`config.mk`:
```
export PLATFORM = sky130hd
export DESIGN_NAME = crate_regbank
export DESIGN_NICKNAME = d
export VERILOG_FILES = /design/src/rtl/crate_regbank_pkg.sv /design/src/rtl/crate_cmd_latch.sv /design/src/rtl/crate_action_dec.sv /design/src/rtl/crate_stat_cap.sv /design/src/rtl/crate_regbank.sv
export SDC_FILE = /design/constraint.sdc
export NUM_CORES = 1
export LEC_CHECK = 0
export BUFFER_PORTS_ARGS = -buffer_cell sky130_fd_sc_hd__buf_2
export CAP_MARGIN = 15
export CORE_AREA = 3 3 118 177
export DETAILED_ROUTE_END_ITERATION = 8
export DIE_AREA = 0 0 121 180
export GPL_ROUTABILITY_DRIVEN = 0
export PLACE_DENSITY_LB_ADDON = 0.25
export SLEW_MARGIN = 30
export SYNTH_ARGS = -nofsm -noshare
export SYNTH_HDL_FRONTEND = slang
export SYNTH_SLANG_ARGS = --single-unit
export TNS_END_PERCENT = 50
```
`constraint.sdc`:
```
create_clock -name clk -period 1.9 [get_ports clk]
set_clock_uncertainty 0.1 [all_clocks]
set_input_delay 0.095 -clock clk [delete_from_list [all_inputs] [get_ports clk]]
set_output_delay 0.095 -clock clk [all_outputs]
set_load 0.02 [all_outputs]
```
`src/rtl/crate_regbank_pkg.sv`:
```
package crate_regbank_pkg;
  localparam int ADDR_W  = 16;
  localparam int DATA_W  = 32;
  localparam int WLINE_W = 24;
  localparam int IDX_W   = 4;

  localparam logic [IDX_W-1:0] IDX_REV    = 4'd0;
  localparam logic [IDX_W-1:0] IDX_ACTION = 4'd1;
  localparam logic [IDX_W-1:0] IDX_SCR    = 4'd2;
  localparam logic [IDX_W-1:0] IDX_CMD    = 4'd4;
  localparam logic [IDX_W-1:0] IDX_ADRB   = 4'd5;
  localparam logic [IDX_W-1:0] IDX_STAT   = 4'd6;
  localparam logic [IDX_W-1:0] IDX_LINES  = 4'd7;

  localparam int START_BIT = 2;

  typedef struct packed {
    logic [4:0]         n;
    logic [4:0]         f;
    logic [3:0]         a;
    logic [WLINE_W-1:0] w;
  } dw_cmd_t;
endpackage

```
`src/rtl/crate_cmd_latch.sv`:
```
module crate_cmd_latch
  import crate_regbank_pkg::*;
(
  input  logic              clk,
  input  logic              rst,
  input  logic              cmd_wr,
  input  logic [ADDR_W-1:0] addr,
  input  logic [DATA_W-1:0] wdata,
  input  logic              done_stb,
  output dw_cmd_t           cmd_q,
  output logic              launch_q,
  output logic              run_q,
  output logic              start_ok,
  output logic [ADDR_W-1:0] addr_q,
  output logic [DATA_W-1:0] data_q
);
  logic accept;

  // a write is only taken while no cycle is outstanding
  assign accept   = cmd_wr && !run_q;
  assign start_ok = accept && addr[START_BIT];

  always_ff @(posedge clk) begin
    if (rst) begin
      cmd_q    <= '0;
      launch_q <= 1'b0;
      run_q    <= 1'b0;
      addr_q   <= '0;
      data_q   <= '0;
    end else begin
      launch_q <= start_ok;
      if (start_ok)      run_q <= 1'b1;
      else if (done_stb) run_q <= 1'b0;
      if (accept) begin
        cmd_q.n <= addr[8:4];
        cmd_q.f <= {addr[3], wdata[31:28]};
        cmd_q.a <= wdata[27:24];
        cmd_q.w <= wdata[WLINE_W-1:0];
        addr_q  <= addr;
        data_q  <= wdata;
      end
    end
  end
endmodule

```
`src/rtl/crate_action_dec.sv`:
```
module crate_action_dec #(
  parameter int PULSE_CNT = 6,
  parameter int LED_W     = 16
) (
  input  logic                 clk,
  input  logic                 rst,
  input  logic                 act_wr,
  input  logic [7:0]           code,
  input  logic [LED_W-1:0]     led_val,
  output logic [PULSE_CNT-1:0] pulse_q,
  output logic [LED_W-1:0]     led_q
);
  localparam logic [7:0] LED_CODE = 8'(PULSE_CNT + 1);

  for (genvar i = 0; i < PULSE_CNT; i++) begin : g_pulse
    localparam logic [7:0] MY_CODE = 8'(i + 1);
    always_ff @(posedge clk) begin
      if (rst) pulse_q[i] <= 1'b0;
      else     pulse_q[i] <= act_wr && (code == MY_CODE);
    end
  end

  always_ff @(posedge clk) begin
    if (rst)                             led_q <= '0;
    else if (act_wr && code == LED_CODE) led_q <= led_val;
  end
endmodule

```
`src/rtl/crate_stat_cap.sv`:
```
module crate_stat_cap
  import crate_regbank_pkg::*;
(
  input  logic               clk,
  input  logic               rst,
  input  logic               start_ok,
  input  logic               done_stb,
  input  logic [WLINE_W-1:0] rdat,
  input  logic               resp,
  input  logic               accpt,
  output logic               done_q,
  output logic               resp_q,
  output logic               accpt_q,
  output logic [WLINE_W-1:0] rdat_q
);
  always_ff @(posedge clk) begin
    if (rst) begin
      done_q  <= 1'b0;
      resp_q  <= 1'b0;
      accpt_q <= 1'b0;
      rdat_q  <= '0;
    end else begin
      if (start_ok)      done_q <= 1'b0;
      else if (done_stb) done_q <= 1'b1;
      if (done_stb) begin
        resp_q  <= resp;
        accpt_q <= accpt;
        rdat_q  <= rdat;
      end
    end
  end
endmodule

```
`src/rtl/crate_regbank.sv`:
```
module crate_regbank
  import crate_regbank_pkg::*;
#(
  parameter logic [31:0] REV_WORD  = 32'h2503_0117,
  parameter int          PULSE_CNT = 6,
  parameter int          LED_W     = 16,
  parameter int          FLAG_W    = 7
) (
  input  logic                 clk,
  input  logic                 rst,
  input  logic                 bus_wr,
  input  logic                 bus_rd,
  input  logic [15:0]          bus_addr,
  input  logic [31:0]          bus_wdata,
  output logic [31:0]          bus_rdata,
  output logic                 cyc_launch,
  output logic [4:0]           cyc_n,
  output logic [4:0]           cyc_f,
  output logic [3:0]           cyc_a,
  output logic [23:0]          cyc_w,
  input  logic                 seq_done_stb,
  input  logic [23:0]          seq_rdata,
  input  logic                 seq_resp,
  input  logic                 seq_accpt,
  input  logic                 arb_tmo,
  input  logic                 idle_tmo,
  input  logic                 busy_out,
  output logic [PULSE_CNT-1:0] ctl_pulse,
  output logic [LED_W-1:0]     led_out,
  input  logic [FLAG_W-1:0]    line_flags,
  input  logic [23:0]          lam_in
);
  localparam int LED_LSB = DATA_W - LED_W;
  localparam int PAD_W   = DATA_W - WLINE_W - FLAG_W;

  logic [IDX_W-1:0]   idx;
  dw_cmd_t            cmd;
  logic               cyc_running, start_ok;
  logic [ADDR_W-1:0]  last_addr;
  logic [DATA_W-1:0]  last_data;
  logic               done_q, resp_q, accpt_q;
  logic [WLINE_W-1:0] rdat_q;
  logic [DATA_W-1:0]  scratch_q, rd_mux, stat_word;

  assign idx = bus_addr[ADDR_W-1 -: IDX_W];

  crate_cmd_latch u_cmd (
    .clk(clk), .rst(rst),
    .cmd_wr(bus_wr && idx == IDX_CMD),
    .addr(bus_addr), .wdata(bus_wdata), .done_stb(seq_done_stb),
    .cmd_q(cmd), .launch_q(cyc_launch), .run_q(cyc_running),
    .start_ok(start_ok), .addr_q(last_addr), .data_q(last_data)
  );

  crate_action_dec #(.PULSE_CNT(PULSE_CNT), .LED_W(LED_W)) u_act (
    .clk(clk), .rst(rst),
    .act_wr(bus_wr && idx == IDX_ACTION),
    .code(bus_wdata[7:0]), .led_val(bus_wdata[DATA_W-1:LED_LSB]),
    .pulse_q(ctl_pulse), .led_q(led_out)
  );

  crate_stat_cap u_stat (
    .clk(clk), .rst(rst), .start_ok(start_ok), .done_stb(seq_done_stb),
    .rdat(seq_rdata), .resp(seq_resp), .accpt(seq_accpt),
    .done_q(done_q), .resp_q(resp_q), .accpt_q(accpt_q), .rdat_q(rdat_q)
  );

  assign cyc_n = cmd.n;
  assign cyc_f = cmd.f;
  assign cyc_a = cmd.a;
  assign cyc_w = cmd.w;

  // done and new-data share one flag; both bits report it
  assign stat_word = {done_q, arb_tmo, idle_tmo, busy_out,
                      cyc_running, done_q, accpt_q, resp_q, rdat_q};

  always_ff @(posedge clk) begin
    if (rst)                           scratch_q <= '0;
    else if (bus_wr && idx == IDX_SCR) scratch_q <= bus_wdata;
  end

  always_comb begin
    case (idx)
      IDX_REV:   rd_mux = REV_WORD;
      IDX_SCR:   rd_mux = scratch_q;
      IDX_CMD:   rd_mux = last_data;
      IDX_ADRB:  rd_mux = {{(DATA_W-ADDR_W){1'b0}}, last_addr};
      IDX_STAT:  rd_mux = stat_word;
      IDX_LINES: rd_mux = {line_flags, {PAD_W{1'b0}}, lam_in};
      default:   rd_mux = '0;
    endcase
  end

  always_ff @(posedge clk) begin
    if (rst)         bus_rdata <= '0;
    else if (bus_rd) bus_rdata <= rd_mux;
  end
endmodule

```
After elaboration in Yosys (flattened, before gate mapping). Cells that the tools add are included.

Flip-flop bits (word level): 201. Output and inout port bits: 93. Logic and storage cells: 53.

Eq/ne operators: 13. Muxes and demuxes: 3. Reductions and logical operators: 16.

Operators with widths (number): 32-bit case mux with 6 select lines (1); 8-bit by 3-bit equality test with 1-bit output, second input constant (4); 4-bit by 3-bit equality test with 1-bit output, second input constant (4); 8-bit by 2-bit equality test with 1-bit output, second input constant (2); 1-bit logical AND (12); 8-bit by 1-bit equality test with 1-bit output, second input constant (1); 4-bit by 1-bit equality test with 1-bit output, second input constant (1); 4-bit by 2-bit equality test with 1-bit output, second input constant (1); 4-bit zero test (1); 1-bit two-way mux (2); 2-bit nonzero test (1); 2-bit OR reduction (1); 1-bit zero test (1).

Depth between registers and ports, before layout. Gate-level depths: netlist (run 1).

Depth in word-level cells: 5. Depth in mapped cells: 8. Depth with buffers taken out: 4.

Hierarchy. Synthesis (run 1) repeated with hierarchy kept, for this count alone.

Cell total of the unflattened synthesis: 842. Area, all modules: 7818.7 µm².

By module, submodules not included: crate_regbank (instances 1, cells an instance 403, area each 3263.1 µm², sequential area each 1281.2 µm²); crate_cmd_latch (instances 1, cells an instance 262, area each 2653.8 µm², sequential area each 1001.0 µm²); crate_stat_cap (instances 1, cells an instance 87, area each 973.4 µm², sequential area each 540.5 µm²); crate_action_dec (instances 1, cells an instance 90, area each 928.4 µm², sequential area each 440.4 µm²).

Worst setup path before layout (run 1). No wires, ideal clock.

Path type: input to register. From: input bus_addr[12]. To: register bus_rdata[8]. Data arrival time: 1.254 ns. Path slack: 0.460 ns. Stages on the path: 6. Path buffers: 2. Cells stage by stage: buf_4 buf_2 nor3b_1 a32oi_1 or2_2 a221oi_2.

Cells in the longest elaborated chain, start to end: 2. Elaborated cells between the ends (all ways): 7. Classes of those cells: 5 x eq/ne; 1 x mux; 1 x reduce/logical.

Ends and longest elaborated chain: start, declared (line crate_regbank.sv:13) `input logic [15:0] bus_addr,`; 4-bit by 3-bit equality test with 1-bit output, or another cell as far along (line crate_regbank.sv:83) `case (idx)`; 32-bit case mux with 6 select lines * (line crate_regbank.sv:83); end signal, assigned (line crate_regbank.sv:96) `else if (bus_rd) bus_rdata <= rd_mux;`; end, declared (line crate_regbank.sv:15) `output logic [31:0] bus_rdata,`.

Every way passes the cells marked *; elsewhere a longest branch is shown, timed or not. A chain may end at the register's enable or synchronous reset.

Final worst setup path (run 1).
From: input bus_addr[15]. To: register u_cmd.data_q[12].

Cells in the longest elaborated chain, start to end: 3.

Ends and longest elaborated chain: 4-bit by 3-bit equality test with 1-bit output (line crate_regbank.sv:49) `.cmd_wr(bus_wr && idx == IDX_CMD),`; 1-bit logical AND (line crate_regbank.sv:49); 1-bit logical AND (line crate_cmd_latch.sv:20) `assign accept = cmd_wr && !run_q;`; end signal, assigned (line crate_cmd_latch.sv:40) `data_q <= wdata;`; end, declared (line crate_cmd_latch.sv:15) `output logic [DATA_W-1:0] data_q`.

No other way between the ends.

==> out/metrics.csv, run 1 <==
metric;value;unit
Sw Ratio;24.2;%
Crit Path Max Fanout;14;
Post-DP HPWL;15.8;mm
P_leak;4.20;nW
Setup CP Type;input pin to flip-flop;
ranking of synthesized cells by area;dfxtp_1 (48%), mux2i_1 (11%), nand2_1 (9.8%);
Switching Power;0.00190;W
Die ar.;21800;um2
Area growth syn-to-layout;40.4;%
f_max;0.544;GHz
Synth warnings;0;
global-route wire length before repair;35.0;mm
DR pass1 iterations;5;
clock share of power;45.7;%
most frequent cells after synthesis;nand2_1 (177), dfxtp_1 (163), a21oi_1 (92);
vias in the first global route;6289;
Inserted Clock Buffers;17;
Final ANT Viol Nets;0;
clk buf depth;2;
Pint;0.00597;W
combinational share of power;9.6;%
Synth area leader;dfxtp_1;
sequential area share after synthesis;48.1;%
worst r2r src;u_cmd.run_q$_SDFFE_PP0P_;
actual slew at the worst max-slew pin;0.565;ns
Final Setup Violations;0;
WP data required;2.15;ns
Slew HR;62.2;%
Post-Layout Inst Area;9520;um2
Post-DP Area;8050;um2
root buffer cell;clkbuf_16;
Initial DRC Count;428;
final core utilization;48.5;%
GRT overflow;0;
layout cells sized above 1;27.5;%
global-route usage over all layers;20.8;%
power consumption;0.00787;W
most frequent CP cell;buf_4;
min-delay src;line_flags[0];
initial antenna violation count;3;
TritonCTS clock tree;yes;
RSZ-0062 raised after global routing;yes;
final wirelength;22.9;mm
status;completed;
DRC Markers;0;
Cells after Synth;765;
Post-Syn Area;6780;um2
Core Area;19600;um2
PortBufs;205;
CTS sink cnt;163;
die extent in x;121;um
setup tns final;0;ns
critical path cell sequence;dlygate4sd3_1, buf_2, buf_4, nor2b_1, and4b_2, buf_4, nand2_1, a21oi_1;
largest net degree at the start of global routing;60;
Worst-path clk slew;0.07;ns
Rows;63;
total number of vias;6447;
synth unique cells;48;
register share of total power;44.7;%
CP max-delay cell;dlygate4sd3_1;
HP Class;input pin to flip-flop;
Initial Util;34.6;%
Slowest Stage Delay on Critical Path;0.57;ns
post-synthesis net count;878;
max cap viols;0;
Worst Setup SP;bus_addr[15];
Yosys top cell area share;48.1;%
# IOs;206;
ys flop type;dfxtp_1;
number of enable flip-flop cells after synthesis;0;
Die Y;180;um
Tmin final;1.84;ns
final worst path period share;96.8;%
Place WS;0.145;ns
Via density;4.92;
startpoint types;input pin;
setup ws final;0.0605;ns
most numerous cell in the Yosys netlist;nand2_1;
H-tree Lvls;4;
clock latency on the worst-skew pair;0.42;ns
wire length per cell;17.5;um
Avg Inst Size Synth;8.86;um2
Critical Path AT;2.09;ns
VDD IR max;0.428;mV
Final nets;1148;
asr flop ratio synth;0;%
Seq cells post-synth;163;
Hold Violations, Final;0;
Pins Over Slew Limit;0;
Crit. End Element;flip-flop;
power density over cell area;827;nW/um2
final cells by class:
type / instances / area (um2)
multi-input combinational: 531 / 3150
clock inverter: 14 / 176
fill: 1915 / 10100
tap: 260 / 325
clock buffer: 18 / 439
inverter: 2 / 7.51
antenna: 2 / 5.00
timing repair buffer: 320 / 2150
sequential: 163 / 3260
placed cells by master (no fill, tap or decap), types with 5 or more instances in the layout:
cell type / Yosys / final
a22o_1: 16 / 16
o22ai_1: 22 / 22
a221oi_1: 8 / 8
clkbuf_16: 0 / 17
nor2_1: 52 / 51
dlygate4sd3_1: 0 / 83
buf_4: 11 / 28
dfxtp_1: 163 / 163
nand2_1: 177 / 177
a22oi_1: 15 / 15
a21oi_1: 92 / 92
nand2b_1: 9 / 9
inv_6: 0 / 5
o21ai_0: 14 / 14
mux2i_1: 76 / 76
buf_2: 16 / 204
final timing paths:
| kind | end | slack (ns) | cells past startpoint |
|---|---|---|---|
| worst max-delay path | u_cmd.data_q[12]$_SDFFE_PP0P_ | 0.06 | 8 |
| worst min-delay path | bus_rdata[25]$_SDFFE_PP0P_ | 0.02 | 4 |
| worst max register to register | u_cmd.data_q[12]$_SDFFE_PP0P_ | 0.49 | 4 |
| worst min register to register | bus_rdata[24]$_SDFFE_PP0P_ | 0.35 | 2 |
cell families (layout without fill, tap and decap cells):
| family | after synthesis | after routing | share of synthesized area, % |
|---|---|---|---|
| AOI/OAI and AO/OA | 180 | 180 | 16.4 |
| other | 0 | 2 | 0 |
| DFF | 163 | 163 | 48.1 |
| buffers and inverters | 71 | 354 | 5.50 |
| and+or+nand+nor | 273 | 273 | 18.1 |
| muxes | 78 | 78 | 11.9 |
registers in the layout (all words and copies together) (netlist names):
| name | cells |
|---|---|
| u_cmd.launch_q | 1 |
| u_act.led_q | 16 |
| u_cmd.run_q | 1 |
| u_act.pulse_q | 6 |
| scratch_q | 32 |
| u_cmd.cmd_q | 1 |
| u_stat.accpt_q | 1 |
| u_stat.done_q | 1 |
| bus_rdata | 32 |
| u_cmd.addr_q | 16 |
| u_cmd.data_q | 31 |
| u_stat.rdat_q | 24 |
| u_stat.resp_q | 1 |
metal layers:
layer  vias to the layer above  track usage [%]  part of all wire [%]  wire length (um)
met5                         -                0                 0.057                13
met4                         2             8.26                   2.3               520
met3                        31             4.75                   5.6              1280
met2                       189             37.2                    52             11900
met1                      3033             23.5                    40              9180
li1                       3192                -                     -                 -
per-stage QoR:
step                std cells  hold slack [ns]
floorplan                 765           0.0737
global placement         1192            0.204
detailed placement       1192            0.208
CTS                      1307          0.00127
global route             1310           0.0363
finish                   1310           0.0159
worst max-delay path, delay by kind of cell:
family | cells | cell delay, ns
and+or+nand+nor | 3 | 0.66
AOI/OAI and AO/OA | 1 | 0.12
buffers and inverters | 4 | 1.20
timing repair:
item,CTS,global route
resized for setup,0,1
hold buffers,83,0
endpoints found under the setup margin,0,31
hold endpoints to repair,132,0
buffers inserted,0,1
power by group through the flow:
stage	registers, W	logic (W)	clock network (W)
final	0.00352	0.000756	0.00360
after global routing	0.00352	0.000818	0.00380
after CTS	0.00352	0.000759	0.00368
after detailed placement	0.00359	0.000623	0
after global placement	0.00359	0.000621	0
after floorplan	0.00360	0.000325	0
(Power assumes the default switching activity.)
==> run 2, diff against run 1 <==
--- a/config.mk
+++ b/config.mk
@@ -7,9 +7,9 @@
 export LEC_CHECK = 0
 export BUFFER_PORTS_ARGS = -buffer_cell sky130_fd_sc_hd__buf_2
 export CAP_MARGIN = 15
-export CORE_AREA = 3 3 118 177
+export CORE_AREA = 3 3 99 148
 export DETAILED_ROUTE_END_ITERATION = 8
-export DIE_AREA = 0 0 121 180
+export DIE_AREA = 0 0 102 151
 export GPL_ROUTABILITY_DRIVEN = 0
 export PLACE_DENSITY_LB_ADDON = 0.25
 export SLEW_MARGIN = 30
==> run 2 against run 1 <==
Compared with the run above: first-iteration DRC count shrank 18%; cell count fell by 8.6%; design area fell by 3.0%; critical path depth down 1; clock power shrank 8.9%; sequential power barely moved; clock-buffer cell count up 2; critical endpoint is now u_act.led_q[6]$_SDFFE_PP0P_; highest routed layer unchanged.
==> out/metrics.csv, run 2 (same netlist as run 1, synthesis figures left out) <==
metric;value;unit;change
status;completed;;
Final nets;1135;;-1.1%
critical path buffer and inverter count;3;;-1
Initial DRC Count;349;;-18%
worst r2r src;u_cmd.run_q$_SDFFE_PP0P_;;
Post-CTS Setup Bufs;0;;unchanged
final-layout fill cell count;1121;;-41%
Crit Path Max Fanout;16;;+2
combinational share of power;9.7;%;about the same
hold path depth;4;;unchanged
clk buf depth;2;;unchanged
root buffer cell;clkbuf_16;;
register share of total power;46.7;%;+2.0 points
Inserted Clock Buffers;17;;unchanged
FF-to-FF setup slack;0.45;ns;-0.04 ns
WP data required;2.08;ns;-0.07 ns
CP max-delay cell;dlygate4sd3_1;;
actual slew at the worst max-slew pin;0.649;ns;+0.0844 ns
TritonCTS clock tree;yes;;
cts-stage hold buffer count;78;;-6.0%
CTS sink cnt;163;;unchanged
Area growth syn-to-layout;36.2;%;
most common cell after layout, fill and taps aside;buf_2;;
crit-path leading delay family;buffers and inverters;;
die extent in x;102;um;-16%
RSZ-0062 raised after global routing;no;;
Initial Util;50.1;%;+16 points
startpoint types;input pin;;
clock latency on the worst-skew pair;0.42;ns;about the same
Sw Ratio;24.4;%;+0.18 points
Rows;52;;-17%
HP Class;input pin to flip-flop;;
global-route usage over all layers;27.6;%;+6.8 points
Switching Power;0.00183;W;-3.7%
reg2reg end;u_cmd.data_q[23]$_SDFFE_PP0P_;;
Die Y;151;um;-16%
Final ANT Viol Nets;0;;unchanged
setup tns final;0;ns;unchanged
Slowest Stage Delay on Critical Path;0.53;ns;-0.04 ns
power consumption;0.00752;W;-4.4%
Crit. End Element;flip-flop;;
vias in the first global route;6562;;+4.3%
H-tree Lvls;4;;unchanged
P_leak;4.10;nW;-2.4%
# IOs;206;;unchanged
diode count;0;;-2
Tmin final;1.78;ns;-0.0580 ns
critical path cell sequence;dlygate4sd3_1, buf_2, nor4_2, nand4_4, buf_4, mux2i_1, nor2_1;;
Setup CP Type;input pin to flip-flop;;
DRC Markers;0;;unchanged
Hold Path Sink;bus_rdata[25]$_SDFFE_PP0P_;;
initial antenna violation count;1;;-2
DR pass1 iterations;5;;unchanged
min-delay src;line_flags[0];;
GRT overflow;0;;unchanged
Pins Over Slew Limit;0;;unchanged
Slew HR;56.7;%;-5.5 points
Post-DP HPWL;14.2;mm;-9.8%
max cap viols;0;;unchanged
Die ar.;15400;um2;-29%
worst hold slack;0.0247;ns;+0.00879 ns
post_cts resized;0;;unchanged
Non-Filler Instances;1197;;-8.6%
power density over cell area;814;nW/um2;-1.5%
clock share of power;43.6;%;-2.1 points
Core Area;13500;um2;-31%
final worst path period share;93.8;%;-3.1 points
Worst Setup SP;bus_wdata[4];;
wire length per cell;17.7;um;+1.3%
Final Setup Violations;0;;unchanged
PortBufs;205;;unchanged
Hold Violations, Final;0;;unchanged
Via density;5.45;;+11%
Worst-path clk slew;0.06;ns;about the same
final wirelength;21.2;mm;-7.5%
reg2reg path depth;4;;unchanged
layout cells sized above 1;26.8;%;-0.72 points
Pint;0.00569;W;-4.6%
most frequent cells in the layout;buf_2 (204), nand2_1 (177), dfxtp_1 (163);;
VDD IR max;0.572;mV;+34%
biggest regs;bus_rdata: 32 flops, scratch_q: 32 flops, u_cmd.data_q: 31 flops;;
f_max;0.561;GHz;+3.3%
total number of vias;6519;;+1.1%
Critical Path AT;1.97;ns;-0.12 ns
dpl cells;1087;;-8.8%
largest net degree at the start of global routing;60;;unchanged
global-route wire length before repair;33.1;mm;-5.3%
run 2: worst max-delay path by stage:
stage / endpoint / slack [ns] / depth (start not counted)
2_1_floorplan: bus_rdata[8]$_SDFFE_PP0P_ / 0.46 / 6
3_3_place_gp: u_cmd.data_q[13]$_SDFFE_PP0P_ / 0.20 / 7
3_5_place_dp: u_cmd.data_q[7]$_SDFFE_PP0P_ / 0.17 / 7
4_1_cts: u_act.led_q[6]$_SDFFE_PP0P_ / 0.15 / 7
5_1_grt: u_act.led_q[15]$_SDFFE_PP0P_ / 0.05 / 7
6_report: u_act.led_q[6]$_SDFFE_PP0P_ / 0.12 / 7
run 2: per-stage QoR:
step,util [%],setup slack [ns],cell area (um2)
after floorplan,-,0.460,6780
after detailed placement,58.3,0.172,7890
after global placement,58.2,0.202,7880
after CTS,68.3,0.151,9240
after global routing,68.3,0.0488,9240
final,68.3,0.119,9240
run 2: final cells by class:
type                            count  area (um2)  area share, %
Sequential cell                   163        3260           35.3
Multi-Input combinational cell    531        3150           34.1
Timing Repair Buffer              307        2040           22.1
Clock buffer                       20         447           4.84
Tap cell                          162         203           2.19
Clock inverter                     12         124           1.34
Inverter                            2        7.51         0.0813
run 2: worst reg2reg max path, stage by stage, from the launching register on:
cell and delay (ns):
dfxtp_1 0.33, and4b_2 0.52, buf_4 0.24, nand2_1 0.07
a21oi_1 0.12
run 2: power by group through the flow:
stage	clock network [W]	registers (W)	logic [W]
after floorplan	0	0.00360	0.000325
after global placement	0	0.00359	0.000589
after detailed placement	0	0.00359	0.000596
after CTS	0.00336	0.00351	0.000721
after global routing	0.00345	0.00352	0.000790
final	0.00328	0.00351	0.000728
run 2: metal layers:
| metal | wire (um) | global-route usage (%) | vias to the layer above |
|---|---|---|---|
| met1 | 8270 | 31.6 | 3076 |
| met4 | 495 | 9.65 | 2 |
| met2 | 11200 | 49.7 | 234 |
| met3 | 1230 | 6.18 | 40 |
| met5 | 8 | 0 | - |
| li1 | - | - | 3167 |
==> run 3, diff against run 2 <==
--- a/config.mk
+++ b/config.mk
@@ -7,9 +7,11 @@
 export LEC_CHECK = 0
 export BUFFER_PORTS_ARGS = -buffer_cell sky130_fd_sc_hd__buf_2
 export CAP_MARGIN = 15
-export CORE_AREA = 3 3 99 148
+export CELL_PAD_IN_SITES_DETAIL_PLACEMENT = 1
+export CELL_PAD_IN_SITES_GLOBAL_PLACEMENT = 2
+export CORE_AREA = 3 3 127 191
 export DETAILED_ROUTE_END_ITERATION = 8
-export DIE_AREA = 0 0 102 151
+export DIE_AREA = 0 0 130 194
 export GPL_ROUTABILITY_DRIVEN = 0
 export PLACE_DENSITY_LB_ADDON = 0.25
 export SLEW_MARGIN = 30
==> run 3 against run 2 <==
Compared with the run above: cell count increased by 11%; power increased by 2.9%; via count decreased by 0.52%; highest routed layer unchanged; global-route usage decreased by 7.1 points; utilization decreased by 27 points; clock power increased by 5%; clock-buffer cell count increased by 2; design area increased by 2.4%; sequential cell count unchanged.
==> out/metrics.csv, run 3 (same netlist as run 1, synthesis figures left out) <==
metric;value;unit;change
global-route wire length before repair;39.4;mm;+19%
RSZ-0062 raised after global routing;no;;
clock latency on the worst-skew pair;0.43;ns;about the same
Post-CTS Setup Bufs;0;;unchanged
initial antenna violation count;2;;+1
Worst-path clk slew;0.06;ns;about the same
Via density;4.89;;-10%
Slew HR;65.5;%;+8.7 points
CP max-delay cell;dlygate4sd3_1;;
layout cells sized above 1;27.0;%;+0.22 points
TritonCTS clock tree;yes;;
register share of total power;45.4;%;-1.3 points
startpoint types;flip-flop;;
CTS sink cnt;163;;unchanged
DR pass1 iterations;4;;-1
power consumption;0.00774;W;+2.9%
total number of vias;6485;;-0.52%
final wirelength;25.7;mm;+21%
critical path cell sequence;nor2b_1, o21ai_0, a222oi_1, a21oi_1, dlygate4sd3_1;;
dpl cells;1213;;+12%
biggest regs;bus_rdata: 32 flops, scratch_q: 32 flops, u_cmd.data_q: 31 flops;;
Switching Power;0.00185;W;+0.75%
Core Area;22900;um2;+69%
root buffer cell;clkbuf_16;;
Pint;0.00590;W;+3.6%
cts-stage hold buffer count;80;;+2.6%
Rows;68;;+31%
area of the multi-input gates;3150;um2;-0.16%
DRC Markers;0;;unchanged
Crit. End Element;flip-flop;;
Crit Path Max Fanout;3;;-13
status;completed;;
clk buf depth;2;;unchanged
vias in the first global route;6906;;+5.2%
Final Setup Violations;0;;unchanged
WP data required;2.12;ns;+0.04 ns
Inserted Clock Buffers;17;;unchanged
power density over cell area;819;nW/um2;+0.52%
worst hold slack;0.0367;ns;+0.0119 ns
Critical Path AT;1.95;ns;-0.02 ns
Area growth syn-to-layout;39.5;%;
combinational share of power;9.8;%;about the same
# IOs;206;;unchanged
Slowest Stage Delay on Critical Path;0.55;ns;+0.02 ns
most common cell after layout, fill and taps aside;buf_2;;
flip-flop and latch area;3260;um2;unchanged
final-layout fill cell count;2699;;+140%
PortBufs;205;;unchanged
busiest metal layer after global routing;met2;;
most frequent cells in the layout;buf_2 (204), nand2_1 (177), dfxtp_1 (163);;
clock share of power;44.7;%;+1.1 points
Non-Filler Instances;1326;;+11%
M1 GR Usage;23.4;%;-8.2 points
final worst path period share;91.4;%;-2.4 points
Initial Util;29.6;%;-20 points
H-tree Lvls;4;;unchanged
GR Layer Usage met2;37.7;%;-12 points
max cap viols;0;;unchanged
setup tns final;0;ns;unchanged
f_max;0.576;GHz;+2.6%
Initial DRC Count;239;;-32%
HP Class;input pin to flip-flop;;
Pins Over Slew Limit;0;;unchanged
largest net degree at the start of global routing;44;;-27%
P_leak;4.15;nW;+1.4%
actual slew at the worst max-slew pin;0.518;ns;-0.131 ns
die extent in x;130;um;+27%
Hold Violations, Final;0;;unchanged
Die ar.;25200;um2;+64%
Die Y;194;um;+28%
global-route usage over all layers;20.5;%;-7.1 points
GRT overflow;0;;unchanged
Final nets;1145;;+0.88%
Sw Ratio;23.8;%;-0.51 points
Final ANT Viol Nets;0;;unchanged
Tmin final;1.74;ns;-0.0452 ns
post_cts resized;0;;unchanged
met3 usage in global routing;4.80;%;-1.4 points
wire length per cell;19.4;um;+9.5%
VDD IR max;0.634;mV;+11%
Setup CP Type;flip-flop to flip-flop;;
Post-DP HPWL;18.5;mm;+30%
run 3: cell types whose count changed in the layout (fill, tap and decap cells not counted), sizes merged:
cell,change
buf,+8
clkinvlp,-2
inv,-4
bufinv,+2
clkinv,+2
diode,+1
dlygate4sd3,+2
clkbuf,+2
run 3: worst max-delay path, delay by kind of cell (launching register included):
kind / cells / cell delay, ns
buf+inv: 1 / 0.55
compound gates: 3 / 0.49
flops: 1 / 0.33
simple gates: 1 / 0.16
run 3: area by class of cell:
cell class	count	area share, %
diodes	1	0.0265
well taps	280	3.70
clock buffers	22	4.70
multi-input cells	531	33.3
inverters	2	0.0794
repair buffers	317	22.3
flip-flops and latches	163	34.5
clock inverters	10	1.42
run 3: path summary, 6_finish.rpt:
path | from | endpoint | slack, ns | cells past startpoint
max | u_cmd.data_q[16]$_SDFFE_PP0P_ | bus_rdata[16]$_SDFFE_PP0P_ | 0.16 | 5
min | line_flags[2] | bus_rdata[27]$_SDFFE_PP0P_ | 0.04 | 4
max reg2reg | u_cmd.data_q[16]$_SDFFE_PP0P_ | bus_rdata[16]$_SDFFE_PP0P_ | 0.16 | 5
min reg2reg | scratch_q[23]$_SDFFE_PP0P_ | scratch_q[23]$_SDFFE_PP0P_ | 0.35 | 2
run 3: layer usage:
layer	vias up	share of wire [%]
li1	3178	-
met2	165	53
met4	4	1.2
met3	25	4.9
met1	3113	40
met5	-	0.093
run 3: power by group through the flow:
stage               registers (W)  logic (W)  clock network, W
floorplan                 0.00360   0.000325                 0
global placement          0.00359   0.000636                 0
detailed placement        0.00360   0.000641                 0
CTS                       0.00352   0.000773           0.00357
global route              0.00352   0.000833           0.00371
finish                    0.00352   0.000761           0.00346
run 3: stage by stage:
step                      utilization, %  setup slack, ns  area, um2
after floorplan                        -            0.460       6780
after global placement              35.3            0.245       8080
after detailed placement            35.3            0.210       8080
after CTS                           41.3            0.117       9460
after global routing                41.3           0.0344       9460
final                               41.3            0.164       9460
